[src/rtl/tlb_pkg.sv]
package tlb_pkg;

  typedef enum logic [0:0] {
    REPL_LRU  = 1'b0,
    REPL_RAND = 1'b1
  } repl_e;

  localparam int PERM_W = 3;
  localparam logic [PERM_W-1:0] PERM_RD = 3'b001;
  localparam logic [PERM_W-1:0] PERM_WR = 3'b010;
  localparam logic [PERM_W-1:0] PERM_EX = 3'b100;

  // true when the access asks for a right the entry does not grant
  function automatic logic perm_denied(input logic [PERM_W-1:0] granted,
                                       input logic [PERM_W-1:0] asked);
    return (asked & ~granted) != '0;
  endfunction

endpackage

[src/rtl/tlb_match.sv]
module tlb_match #(
  parameter int N      = 8,
  parameter int VPN_W  = 20,
  parameter int ASID_W = 8,
  localparam int IW    = $clog2(N)
) (
  input  logic [N-1:0]             ent_v,
  input  logic [N-1:0][VPN_W-1:0]  ent_vpn,
  input  logic [N-1:0][ASID_W-1:0] ent_asid,
  input  logic [N-1:0]             ent_glob,
  input  logic [VPN_W-1:0]         key_vpn,
  input  logic [ASID_W-1:0]        key_asid,
  input  logic                     key_any,
  output logic                     hit,
  output logic [IW-1:0]            idx
);

  logic [N-1:0] hit_vec;

  // one comparator per slot, all evaluated in parallel
  for (genvar g = 0; g < N; g++) begin : g_cmp
    assign hit_vec[g] = ent_v[g] && (ent_vpn[g] == key_vpn) &&
                        (ent_glob[g] || key_any || (ent_asid[g] == key_asid));
  end

  assign hit = |hit_vec;

  // lowest index has priority
  always_comb begin
    idx = '0;
    for (int i = N - 1; i >= 0; i--) begin
      if (hit_vec[i]) idx = IW'(i);
    end
  end

endmodule

[src/rtl/tlb_repl.sv]
module tlb_repl #(
  parameter int            N    = 8,
  parameter tlb_pkg::repl_e REPL = tlb_pkg::REPL_LRU,
  localparam int           IW   = $clog2(N)
) (
  input  logic          clk,
  input  logic          rst,
  input  logic          touch_en,
  input  logic [IW-1:0] touch_idx,
  input  logic [N-1:0]  ent_v,
  input  logic [N-1:0]  ent_wired,
  output logic          vic_ok,
  output logic [IW-1:0] vic_idx
);

  logic          free_found;
  logic [IW-1:0] free_idx;
  logic          pick_ok;
  logic [IW-1:0] pick_idx;

  // an empty slot always wins over eviction
  always_comb begin
    free_found = 1'b0;
    free_idx   = '0;
    for (int i = N - 1; i >= 0; i--) begin
      if (!ent_v[i]) begin
        free_found = 1'b1;
        free_idx   = IW'(i);
      end
    end
  end

  if (REPL == tlb_pkg::REPL_LRU) begin : g_lru
    // age 0 = most recent; ages always form a permutation of 0..N-1
    logic [N-1:0][IW-1:0] age;

    always_ff @(posedge clk) begin
      if (rst) begin
        for (int i = 0; i < N; i++) age[i] <= IW'(i);
      end else if (touch_en) begin
        for (int i = 0; i < N; i++) begin
          if (IW'(i) == touch_idx) begin
            age[i] <= '0;
          end else if (age[i] < age[touch_idx]) begin
            age[i] <= age[i] + 1'b1;
          end
        end
      end
    end

    always_comb begin
      logic [IW-1:0] best;
      pick_ok  = 1'b0;
      pick_idx = '0;
      best     = '0;
      for (int i = 0; i < N; i++) begin
        if (!ent_wired[i] && (!pick_ok || age[i] > best)) begin
          pick_ok  = 1'b1;
          pick_idx = IW'(i);
          best     = age[i];
        end
      end
    end


    touched_youngest_chk: assert property (@(posedge clk) disable iff (rst)
      touch_en |=> (age[$past(touch_idx)] == '0));
  end else begin : g_rand
    logic [15:0] lfsr;

    always_ff @(posedge clk) begin
      if (rst) lfsr <= 16'hACE1;
      else     lfsr <= {lfsr[14:0], lfsr[15] ^ lfsr[13] ^ lfsr[12] ^ lfsr[10]};
    end

    always_comb begin
      int start_i;
      int j;
      pick_ok  = 1'b0;
      pick_idx = '0;
      start_i  = int'(lfsr) % N;
      for (int k = 0; k < N; k++) begin
        j = (start_i + k) % N;
        if (!pick_ok && !ent_wired[j]) begin
          pick_ok  = 1'b1;
          pick_idx = IW'(j);
        end
      end
    end

    logic unused_touch;
    assign unused_touch = touch_en ^ (^touch_idx);
  end

  assign vic_ok  = free_found | pick_ok;
  assign vic_idx = free_found ? free_idx : pick_idx;


  victim_wired_chk: assert property (@(posedge clk) disable iff (rst)
    (vic_ok && &ent_v) |-> !ent_wired[vic_idx]);

endmodule

[src/rtl/asid_tlb.sv]
module asid_tlb #(
  parameter int             ENTRIES = 8,
  parameter int             VPN_W   = 20,
  parameter int             PFN_W   = 20,
  parameter int             ASID_W  = 8,
  parameter tlb_pkg::repl_e REPL    = tlb_pkg::REPL_LRU
) (
  input  logic              clk,
  input  logic              rst,
  input  logic              lk_valid,
  input  logic [VPN_W-1:0]  lk_vpn,
  input  logic [ASID_W-1:0] lk_asid,
  input  logic [2:0]        lk_acc,
  input  logic              rf_valid,
  input  logic [VPN_W-1:0]  rf_vpn,
  input  logic [ASID_W-1:0] rf_asid,
  input  logic [PFN_W-1:0]  rf_pfn,
  input  logic [2:0]        rf_perm,
  input  logic              rf_wired,
  input  logic              rf_global,
  input  logic              flush_all,
  input  logic              flush_asid_valid,
  input  logic [ASID_W-1:0] flush_asid,
  output logic              rsp_valid,
  output logic              rsp_miss,
  output logic              rsp_fault,
  output logic [PFN_W-1:0]  rsp_pfn
);

  localparam int IW = $clog2(ENTRIES);

  // tag and flag state
  logic [ENTRIES-1:0]             ent_v;
  logic [ENTRIES-1:0]             ent_wired;
  logic [ENTRIES-1:0]             ent_glob;
  logic [ENTRIES-1:0][VPN_W-1:0]  ent_vpn;
  logic [ENTRIES-1:0][ASID_W-1:0] ent_asid;
  // payload, written only on refill, no reset
  logic [PFN_W-1:0]               ent_pfn  [ENTRIES];
  logic [tlb_pkg::PERM_W-1:0]     ent_perm [ENTRIES];

  logic          lk_hit;
  logic [IW-1:0] lk_idx;
  logic          rf_hit;
  logic [IW-1:0] rf_idx;
  logic          vic_ok;
  logic [IW-1:0] vic_idx;
  logic          flush_any;
  logic          wr_en;
  logic [IW-1:0] wr_idx;
  logic          touch_en;
  logic [IW-1:0] touch_idx;
  logic          lk_deny;

  tlb_match #(.N(ENTRIES), .VPN_W(VPN_W), .ASID_W(ASID_W)) u_lk_match (
    .ent_v    (ent_v),
    .ent_vpn  (ent_vpn),
    .ent_asid (ent_asid),
    .ent_glob (ent_glob),
    .key_vpn  (lk_vpn),
    .key_asid (lk_asid),
    .key_any  (1'b0),
    .hit      (lk_hit),
    .idx      (lk_idx)
  );

  tlb_match #(.N(ENTRIES), .VPN_W(VPN_W), .ASID_W(ASID_W)) u_rf_match (
    .ent_v    (ent_v),
    .ent_vpn  (ent_vpn),
    .ent_asid (ent_asid),
    .ent_glob (ent_glob),
    .key_vpn  (rf_vpn),
    .key_asid (rf_asid),
    .key_any  (rf_global),
    .hit      (rf_hit),
    .idx      (rf_idx)
  );

  tlb_repl #(.N(ENTRIES), .REPL(REPL)) u_repl (
    .clk       (clk),
    .rst       (rst),
    .touch_en  (touch_en),
    .touch_idx (touch_idx),
    .ent_v     (ent_v),
    .ent_wired (ent_wired),
    .vic_ok    (vic_ok),
    .vic_idx   (vic_idx)
  );

  assign flush_any = flush_all | flush_asid_valid;
  assign wr_en     = rf_valid && !flush_any && (rf_hit || vic_ok);
  assign wr_idx    = rf_hit ? rf_idx : vic_idx;

  // a refill write outranks the lookup hit for recency
  assign touch_en  = wr_en || (lk_valid && lk_hit);
  assign touch_idx = wr_en ? wr_idx : lk_idx;

  assign lk_deny = tlb_pkg::perm_denied(ent_perm[lk_idx], lk_acc);

  always_ff @(posedge clk) begin
    if (rst) begin
      ent_v     <= '0;
      ent_wired <= '0;
      ent_glob  <= '0;
      ent_vpn   <= '0;
      ent_asid  <= '0;
    end else if (flush_all) begin
      ent_v <= '0;
    end else if (flush_asid_valid) begin
      for (int i = 0; i < ENTRIES; i++) begin
        if (!ent_wired[i] && !ent_glob[i] && ent_asid[i] == flush_asid) ent_v[i] <= 1'b0;
      end
    end else if (wr_en) begin
      ent_v[wr_idx]     <= 1'b1;
      ent_wired[wr_idx] <= rf_wired;
      ent_glob[wr_idx]  <= rf_global;
      ent_vpn[wr_idx]   <= rf_vpn;
      ent_asid[wr_idx]  <= rf_asid;
    end
  end

  always_ff @(posedge clk) begin
    if (wr_en) begin
      ent_pfn[wr_idx]  <= rf_pfn;
      ent_perm[wr_idx] <= rf_perm;
    end
  end

  always_ff @(posedge clk) begin
    if (rst) begin
      rsp_valid <= 1'b0;
      rsp_miss  <= 1'b0;
      rsp_fault <= 1'b0;
      rsp_pfn   <= '0;
    end else begin
      rsp_valid <= lk_valid;
      rsp_miss  <= lk_valid && !lk_hit;
      rsp_fault <= lk_valid && lk_hit && lk_deny;
      rsp_pfn   <= (lk_valid && lk_hit && !lk_deny) ? ent_pfn[lk_idx] : '0;
    end
  end


  rsp_follow_chk: assert property (@(posedge clk) disable iff (rst)
    lk_valid |=> rsp_valid);


  idle_quiet_chk: assert property (@(posedge clk) disable iff (rst)
    !lk_valid |=> (!rsp_valid && !rsp_miss && !rsp_fault && rsp_pfn == '0));


  miss_fault_excl_chk: assert property (@(posedge clk) disable iff (rst)
    rsp_valid |-> !(rsp_miss && rsp_fault));


  pfn_zero_chk: assert property (@(posedge clk) disable iff (rst)
    (rsp_miss || rsp_fault) |-> (rsp_pfn == '0));


  flush_miss_chk: assert property (@(posedge clk) disable iff (rst)
    flush_all ##1 lk_valid |=> rsp_miss);


  wired_keep_chk: assert property (@(posedge clk) disable iff (rst)
    !flush_all |=> ((ent_v & $past(ent_v & ent_wired)) == $past(ent_v & ent_wired)));

endmodule

[config.mk]
export PLATFORM = sky130hd
export DESIGN_NAME = asid_tlb
export DESIGN_NICKNAME = d
export VERILOG_FILES = /design/src/rtl/tlb_pkg.sv /design/src/rtl/tlb_match.sv /design/src/rtl/tlb_repl.sv /design/src/rtl/asid_tlb.sv
export SDC_FILE = /design/constraint.sdc
export NUM_CORES = 2
export LEC_CHECK = 0
export ABC_AREA = 0
export BUFFER_PORTS_ARGS = -buffer_cell sky130_fd_sc_hd__buf_2
export CORE_MARGIN = 1.5
export CORE_UTILIZATION = 45
export DETAILED_ROUTE_END_ITERATION = 12
export PLACE_DENSITY_LB_ADDON = 0.2
export SYNTH_ARGS = -nofsm -noshare
export SYNTH_HDL_FRONTEND = slang
export SYNTH_HIERARCHICAL = 1
export SYNTH_SLANG_ARGS = --single-unit
[constraint.sdc]
create_clock -name clk -period 13.7 [get_ports clk]
set_clock_uncertainty 0.2 [all_clocks]
set_input_delay 2.055 -clock clk [delete_from_list [all_inputs] [get_ports clk]]
set_output_delay 2.055 -clock clk [all_outputs]
set_load 0.05 [all_outputs]
-- Word-level counts from Yosys, hierarchy flattened
Memories as Yosys holds them, arrays and structs flattened. A register that Yosys moved wholly into a read port is not among the register bits.
Index checks and enable logic that the tools add are counted.
- memories kept: 2
- RAM bits: 184
- flip-flop bits (word level): 275
- input bits: 98
- reduce and logical (&&, ||, !) cells: 152
- $add $sub $neg: 8
- equal/unequal tests: 55
- muxes and demuxes: 97
- bitwise operators: 8
- magnitude comparators: 18
- memory list (memory ; words ; width ; rd ports ; clocked after Yosys merged registers in ; wr ports ; line ; source):
    ent_pfn ; 8 ; 20 ; 1 ; 1 ; 1 ; asid_tlb.sv:39 ; logic [PFN_W-1:0] ent_pfn [ENTRIES];
    ent_perm ; 8 ; 3 ; 1 ; 0 ; 1 ; asid_tlb.sv:40 ; logic [tlb_pkg::PERM_W-1:0] ent_perm [ENTRIES];
- operator list (operator ; number):
    equality test 20 bit ; 16
    equality test 8 bit ; 24
    two-way mux 3 bit ; 55
    bitwise mux 160 bit ; 1
    bitwise mux 64 bit ; 1
    logical AND 1 bit ; 62
    demux 20 bit (select 3 bit) ; 1
    logical OR 1 bit ; 33
    AND reduction 2 bit ; 16
    two-way mux 1 bit ; 28
    logical NOT 1 bit ; 25
    adder 3 x 1 -> 3 bit (second input constant) ; 8
    demux 8 bit (select 3 bit) ; 1
    < comparator 3 bit ; 8
    two-way mux 8 bit ; 3
    greater-than comparator 3 bit ; 7
    two-way mux 20 bit ; 1
    nonzero test 2 bit ; 9
    bitwise mux 8 bit ; 2
    inequality test 2 x 1 -> 1 bit (second input constant) ; 8
    OR reduction 8 bit ; 2
    equality test 3 bit (first input constant) ; 4
    binary-select mux 3 bit (select 3 bit) ; 1
    < comparator 3 x 4 -> 1 bit (second input constant) ; 2
    other kinds (14) ; 20

-- Logic depth before layout (Yosys ltp)
- depth after elaboration: 38
- gate-level depth with buffers: 57

-- By module
Netlist, hierarchy kept.
- by module, submodules not included (module ; instances ; cells an instance ; area an instance (um2)):
    asid_tlb ; 1 ; 1437 ; 17325.4
    tlb_match ; 2 ; 355 ; 2899.0
    tlb_repl ; 1 ; 345 ; 2812.7

-- Worst setup path before layout
Ideal clock, no wire load.
- kind: register to register
- start point: register ent_wired[0]
- end point: register u_repl/g_lru.age[6] in the netlist's numbering
- arrival: 11.993 ns
- cell stages (with the launch flop): 54
- setup time: 0.071 ns
- required time: 13.429 ns
- clock period less this slack: 12.263 ns
- buffers on the path: 2
- setup slack: 1.437 ns
- path through: dfxtp_1 -> clkbuf_1 -> nand2b_1 -> ha_1 -> a31o_1 -> a21oi_1 -> nor2_1 -> a22oi_1 -> ha_1 -> a21oi_1 -> o21ai_1 -> a21oi_1 -> and3_1 -> nor2_1 -> ha_1 -> a32o_1 -> a21oi_2 -> nor2b_1 -> (+18 left out) -> a21oi_1 -> ha_1 -> nand3_1 -> o21ai_0 -> a21oi_1 -> a31oi_1 -> a21oi_1 -> mux2i_1 -> a21oi_1 -> clkbuf_1 -> mux4_2 -> mux2i_1 -> ha_1 -> or2_2 -> a21oi_1 -> a21oi_4 -> or3_1 -> a21oi_1
- elaborated cells on any way between the ends: 63
- RTL lines (what ; line ; source):
    start: declaration ; asid_tlb.sv:34 ; logic [ENTRIES-1:0] ent_wired;
    start signal: indexed assignment ; asid_tlb.sv:115 ; ent_wired[wr_idx] <= rf_wired;
    two-way mux 3 bit ; tlb_repl.sv:57 ; if (!ent_wired[i] && (!pick_ok || age[i] > best)) begin
    greater-than comparator 3 bit ; tlb_repl.sv:57 ;
    logical OR 1 bit ; tlb_repl.sv:57 ;
    logical AND 1 bit ; tlb_repl.sv:57 ;
    two-way mux 3 bit / two-way mux 1 bit (equally long branches) ; tlb_repl.sv:57 ;
    greater-than comparator 3 bit / logical NOT 1 bit (equally long branches) ; tlb_repl.sv:57 ;
    logical OR 1 bit ; tlb_repl.sv:57 ;
    logical AND 1 bit ; tlb_repl.sv:57 ;
    (+22 left out) ; -- ;
    net vic_idx[0] ; asid_tlb.sv:47 ; logic [IW-1:0] vic_idx;
    two-way mux 3 bit * ; asid_tlb.sv:92 ; assign wr_idx = rf_hit ? rf_idx : vic_idx;
    two-way mux 3 bit * ; asid_tlb.sv:96 ; assign touch_idx = wr_en ? wr_idx : lk_idx;
    net touch_idx[0] ; asid_tlb.sv:52 ; logic [IW-1:0] touch_idx;
    binary-select mux 3 bit (select 3 bit) ; tlb_repl.sv:44 ; end else if (age[i] < age[touch_idx]) begin
    two-way mux 3 bit (implied by the code) ; tlb_repl.sv:44 ;
    < comparator 3 bit ; tlb_repl.sv:44 ;
    nonzero test 2 bit (no source line) ; -- ;
    AND reduction 2 bit (no source line) ; -- ;
    end signal: indexed assignment ; tlb_repl.sv:45 ; age[i] <= age[i] + 1'b1;
    end: declaration ; tlb_repl.sv:35 ; logic [N-1:0][IW-1:0] age;
The timed path passes the listed nets; every way through them passes the cells marked *. The select of a mux whose other input is x is not followed.
A chain may end at the register's enable or synchronous reset.

-- Final worst setup path
- start point: register ent_wired[0]
- end point: register u_repl/g_lru.age[14] in the netlist's numbering
The elaborated chain is that of the path after synthesis.

==> results by group <==
Cells and area
  • Area of the multi-input gates: 0.0134 sq mm
  • Layout cell share with drive strength beyond 1: 14.1%
  • Fillers: 5,022
  • Area grow syn2layout: 10.5%
  • Reg area: 0.0114 sq mm
  • Post-route cell area: 0.0287 sq mm
  • Commonest non-fill, non-tap cell in the layout: xor2_1
  • Most frequent cells in the layout: xor2_1, dfxtp_1, nand2_1, edfxtp_1, xnor2_1
  • Net count, final: 2,651
  • Post-layout util: 50.5%

STA
  • Max-slew headroom: 31.8%
  • Achievable clock frequency: 0.0775 GHz
  • Final WS setup: 803 ps
  • Setup TNS: 0 ps
  • Final Max Tran Viols: 0
  • Fin. Hold Viols: 0
  • Period minus WS final: 12,900 ps
  • Worst Tran Pin Value: 1020 ps
  • Period utilisation layout: 94.1%
  • Count of final setup violators: 0

Pwr
  • Tot Pwr: 3.41 mW
  • Max VDD drop: 99.0 uV
  • Pwr dens: 119 mW/mm^2
  • Static Leak: 10.7 nW

Synthesis
  • Ys async rst share: 0%
  • Avg Synthesized Cell Area: 10.4 sq um
  • Register area share after synthesis: 44.1%
  • Synthesized flop and latch total: 479
  • Netlist cell types: 80
  • Mapped Area: 0.0259 sq mm
  • EDFF count, synth: 184
  • Syn_nets: 2,635
  • Synth Instances: 2,492
  • Ys flop type: dfxtp_1
  • Yosys Warn Count: 6

Drt
  • Wire per inst: 22.4 um
  • Detailed-route DRC error count: 0
  • Final wirelength: 74.0 mm
  • Post-DRT Antenna Nets: 0
  • Initial DRC count: 1,526
  • Via count: 18,740
  • Detailed Routing Iterations Pass 1: 5
  • Vias per cell: 5.66

CTS
  • H-tree depth: 2
  • Clk_lat worst skew: 620 ps
  • Clock Pin Slew Worst Setup and Hold Paths: 60 ps
  • CTS Buf Count: 54
  • Buffer depth of the longest clock path: 3
  • CTS tree: done
  • CTS root buffer: clkbuf_16
  • Buffer count from post-CTS setup fixing: 0
  • Sink Count: 479

Floorplan
  • Core Box Area: 0.0567 sq mm
  • # rows: 87
  • I/O Pins: 121
  • Die Wd: 243 um
  • Die area: 0.0591 sq mm
  • Die span in y: 243 um
  • Initial Util: 45.7%

Global routing
  • First-pass GRT wire length: 111 mm
  • Gr usage total: 24.6%
  • Met1 usage: 32.6%
  • Aggregate global routing overflow: 0
  • Met3 usage: 3.30%
  • Most Crowded Layer GR: met2
  • Antenna violations before repair: 2
  • Vias in the first global route: 18,319
  • Pin count of the biggest net entering global routing: 96
  • GR Util met2: 41.2%

Placement
  • Dpl ws: 193 ps
  • Hpwl dp: 47.8 mm
  • Placed Instance Area: 0.0267 sq mm
  • Gp weighted congestion: 0.867
  • I/O Buffers: 120

Setup path
  • CP endpoint kind: flip-flop
  • Worst R2R End: u_repl/g_lru.age[14]
  • Critical Path AT: 13,210 ps
  • Worst-case reg-to-reg path depth: 54
  • FF-to-FF setup slack: 800 ps
  • Required @ worst endpoint: 14,010 ps
  • Critical path's slowest cell: mux4_2
  • Critical R2R Launch: ent_wired[0]
  • Crit-path max cell delay: 560 ps
  • Kind of critical path: flip-flop to flip-flop
  • CP max FO: 14
  • Critical Path Source Type: flip-flop

Min path
  • Worst Hold Path Cells: 2
  • Worst Hold Launch: ent_vpn[23]
  • Worst min path class: flip-flop to flip-flop
  • Hold EP: ent_vpn[23]

Run
  • Maxcap violations: 0

Run status
  • Status: finished, final reports clean
-- critical path: cells and delay by family, from the launching register on --
kind            cells  cell delay, ps
compound gates     27            5820
fa+ha+maj           8            2260
mux                 5            1820
simple gates       11            1660
flops               1             520
buf+inv             2             440
xor+xnor            1              80
-- how the worst max path moves through the flow --
stage / from / endpoint / slack, ps / depth (start not counted)
after CTS: ent_wired[0] / u_repl/g_lru.age[19] / 120 / 53
after global routing: ent_wired[0] / u_repl/g_lru.age[6] / -40 / 54
after floorplan: ent_wired[0] / u_repl/g_lru.age[6] / 1440 / 53
final: ent_wired[0] / u_repl/g_lru.age[14] / 800 / 54
after detailed placement: ent_wired[0] / u_repl/g_lru.age[19] / 190 / 53
after global placement: ent_wired[0] / u_repl/g_lru.age[19] / 770 / 53
-- stage by stage --
step,hold slack (ps),instances
after floorplan,248,2492
after global placement,276,3208
after detailed placement,285,3208
after CTS,293,3310
after global routing,310,3311
final,289,3313
-- cell families (layout without fill, tap and decap cells) --
logic type	after synthesis	in the layout	share of synthesized area [%]
compound gates	266	266	6.75
xor+xnor	519	519	17.5
fa+ha+maj	45	45	2.17
buf+inv	226	288	4.76
flops	479	479	44.1
mux	211	211	10.6
other cells	1	4	0.0145
simple gates	745	745	14.1
-- registers in the layout (all words and copies together), names as in the netlist --
name and count:
rsp_valid 1, rsp_fault 1, ent_glob 8, ent_v 8, u_repl/g_lru.age 24, rsp_pfn 20, ent_asid 64, ent_pfn 160
rsp_miss 1, ent_wired 8, ent_vpn 160, ent_perm 24
-- layout make-up --
| cell class | count | share of cell area (%) |
|---|---|---|
| tap | 756 | 3.30 |
| clock buffer | 78 | 5.45 |
| sequential | 479 | 39.9 |
| clock inverter | 24 | 1.24 |
| inverter | 35 | 0.459 |
| timing repair buffer | 151 | 2.94 |
| multi-input combinational | 1787 | 46.7 |
| antenna | 3 | 0.0262 |
-- cells in the mapped netlist, drive strengths merged, types with 18 or more instances --
master / number / area share, %
xnor2: 182 / 6.1
mux4: 49 / 4.3
nor3: 23 / 0.44
nand2: 282 / 4.1
o21ai: 18 / 0.35
nand4: 50 / 1.3
dfxtp: 295 / 23
mux2i: 157 / 6.1
nor4: 101 / 2.8
nand3: 41 / 0.83
nor2: 170 / 2.5
ha: 45 / 2.2
xor2: 337 / 11
edfxtp: 184 / 21
a21oi: 155 / 3.2
buf: 130 / 3.2
inv: 35 / 0.51
clkbuf: 59 / 0.85
-- metal layers --
metal | wire, um | up-vias
met5 | 0 | -
met4 | 2510 | 0
met3 | 3980 | 150
met2 | 35500 | 556
met1 | 32000 | 9320
li1 | - | 8714
-- what timing repair did --
action | in CTS | in global routing
endpoints found under the hold margin | 0 | 0
hold buffers | 0 | 0
setup endpoints to repair | 0 | 27
resized for setup | 0 | 7
-- power breakdown --
group	leakage [nW]	total [mW]	internal [mW]	switching [mW]
registers	4.04	1.49	1.48	0.00742
clock network	0.934	1.55	0.928	0.618
logic	5.69	0.374	0.144	0.229
(Power assumes the default switching activity.)
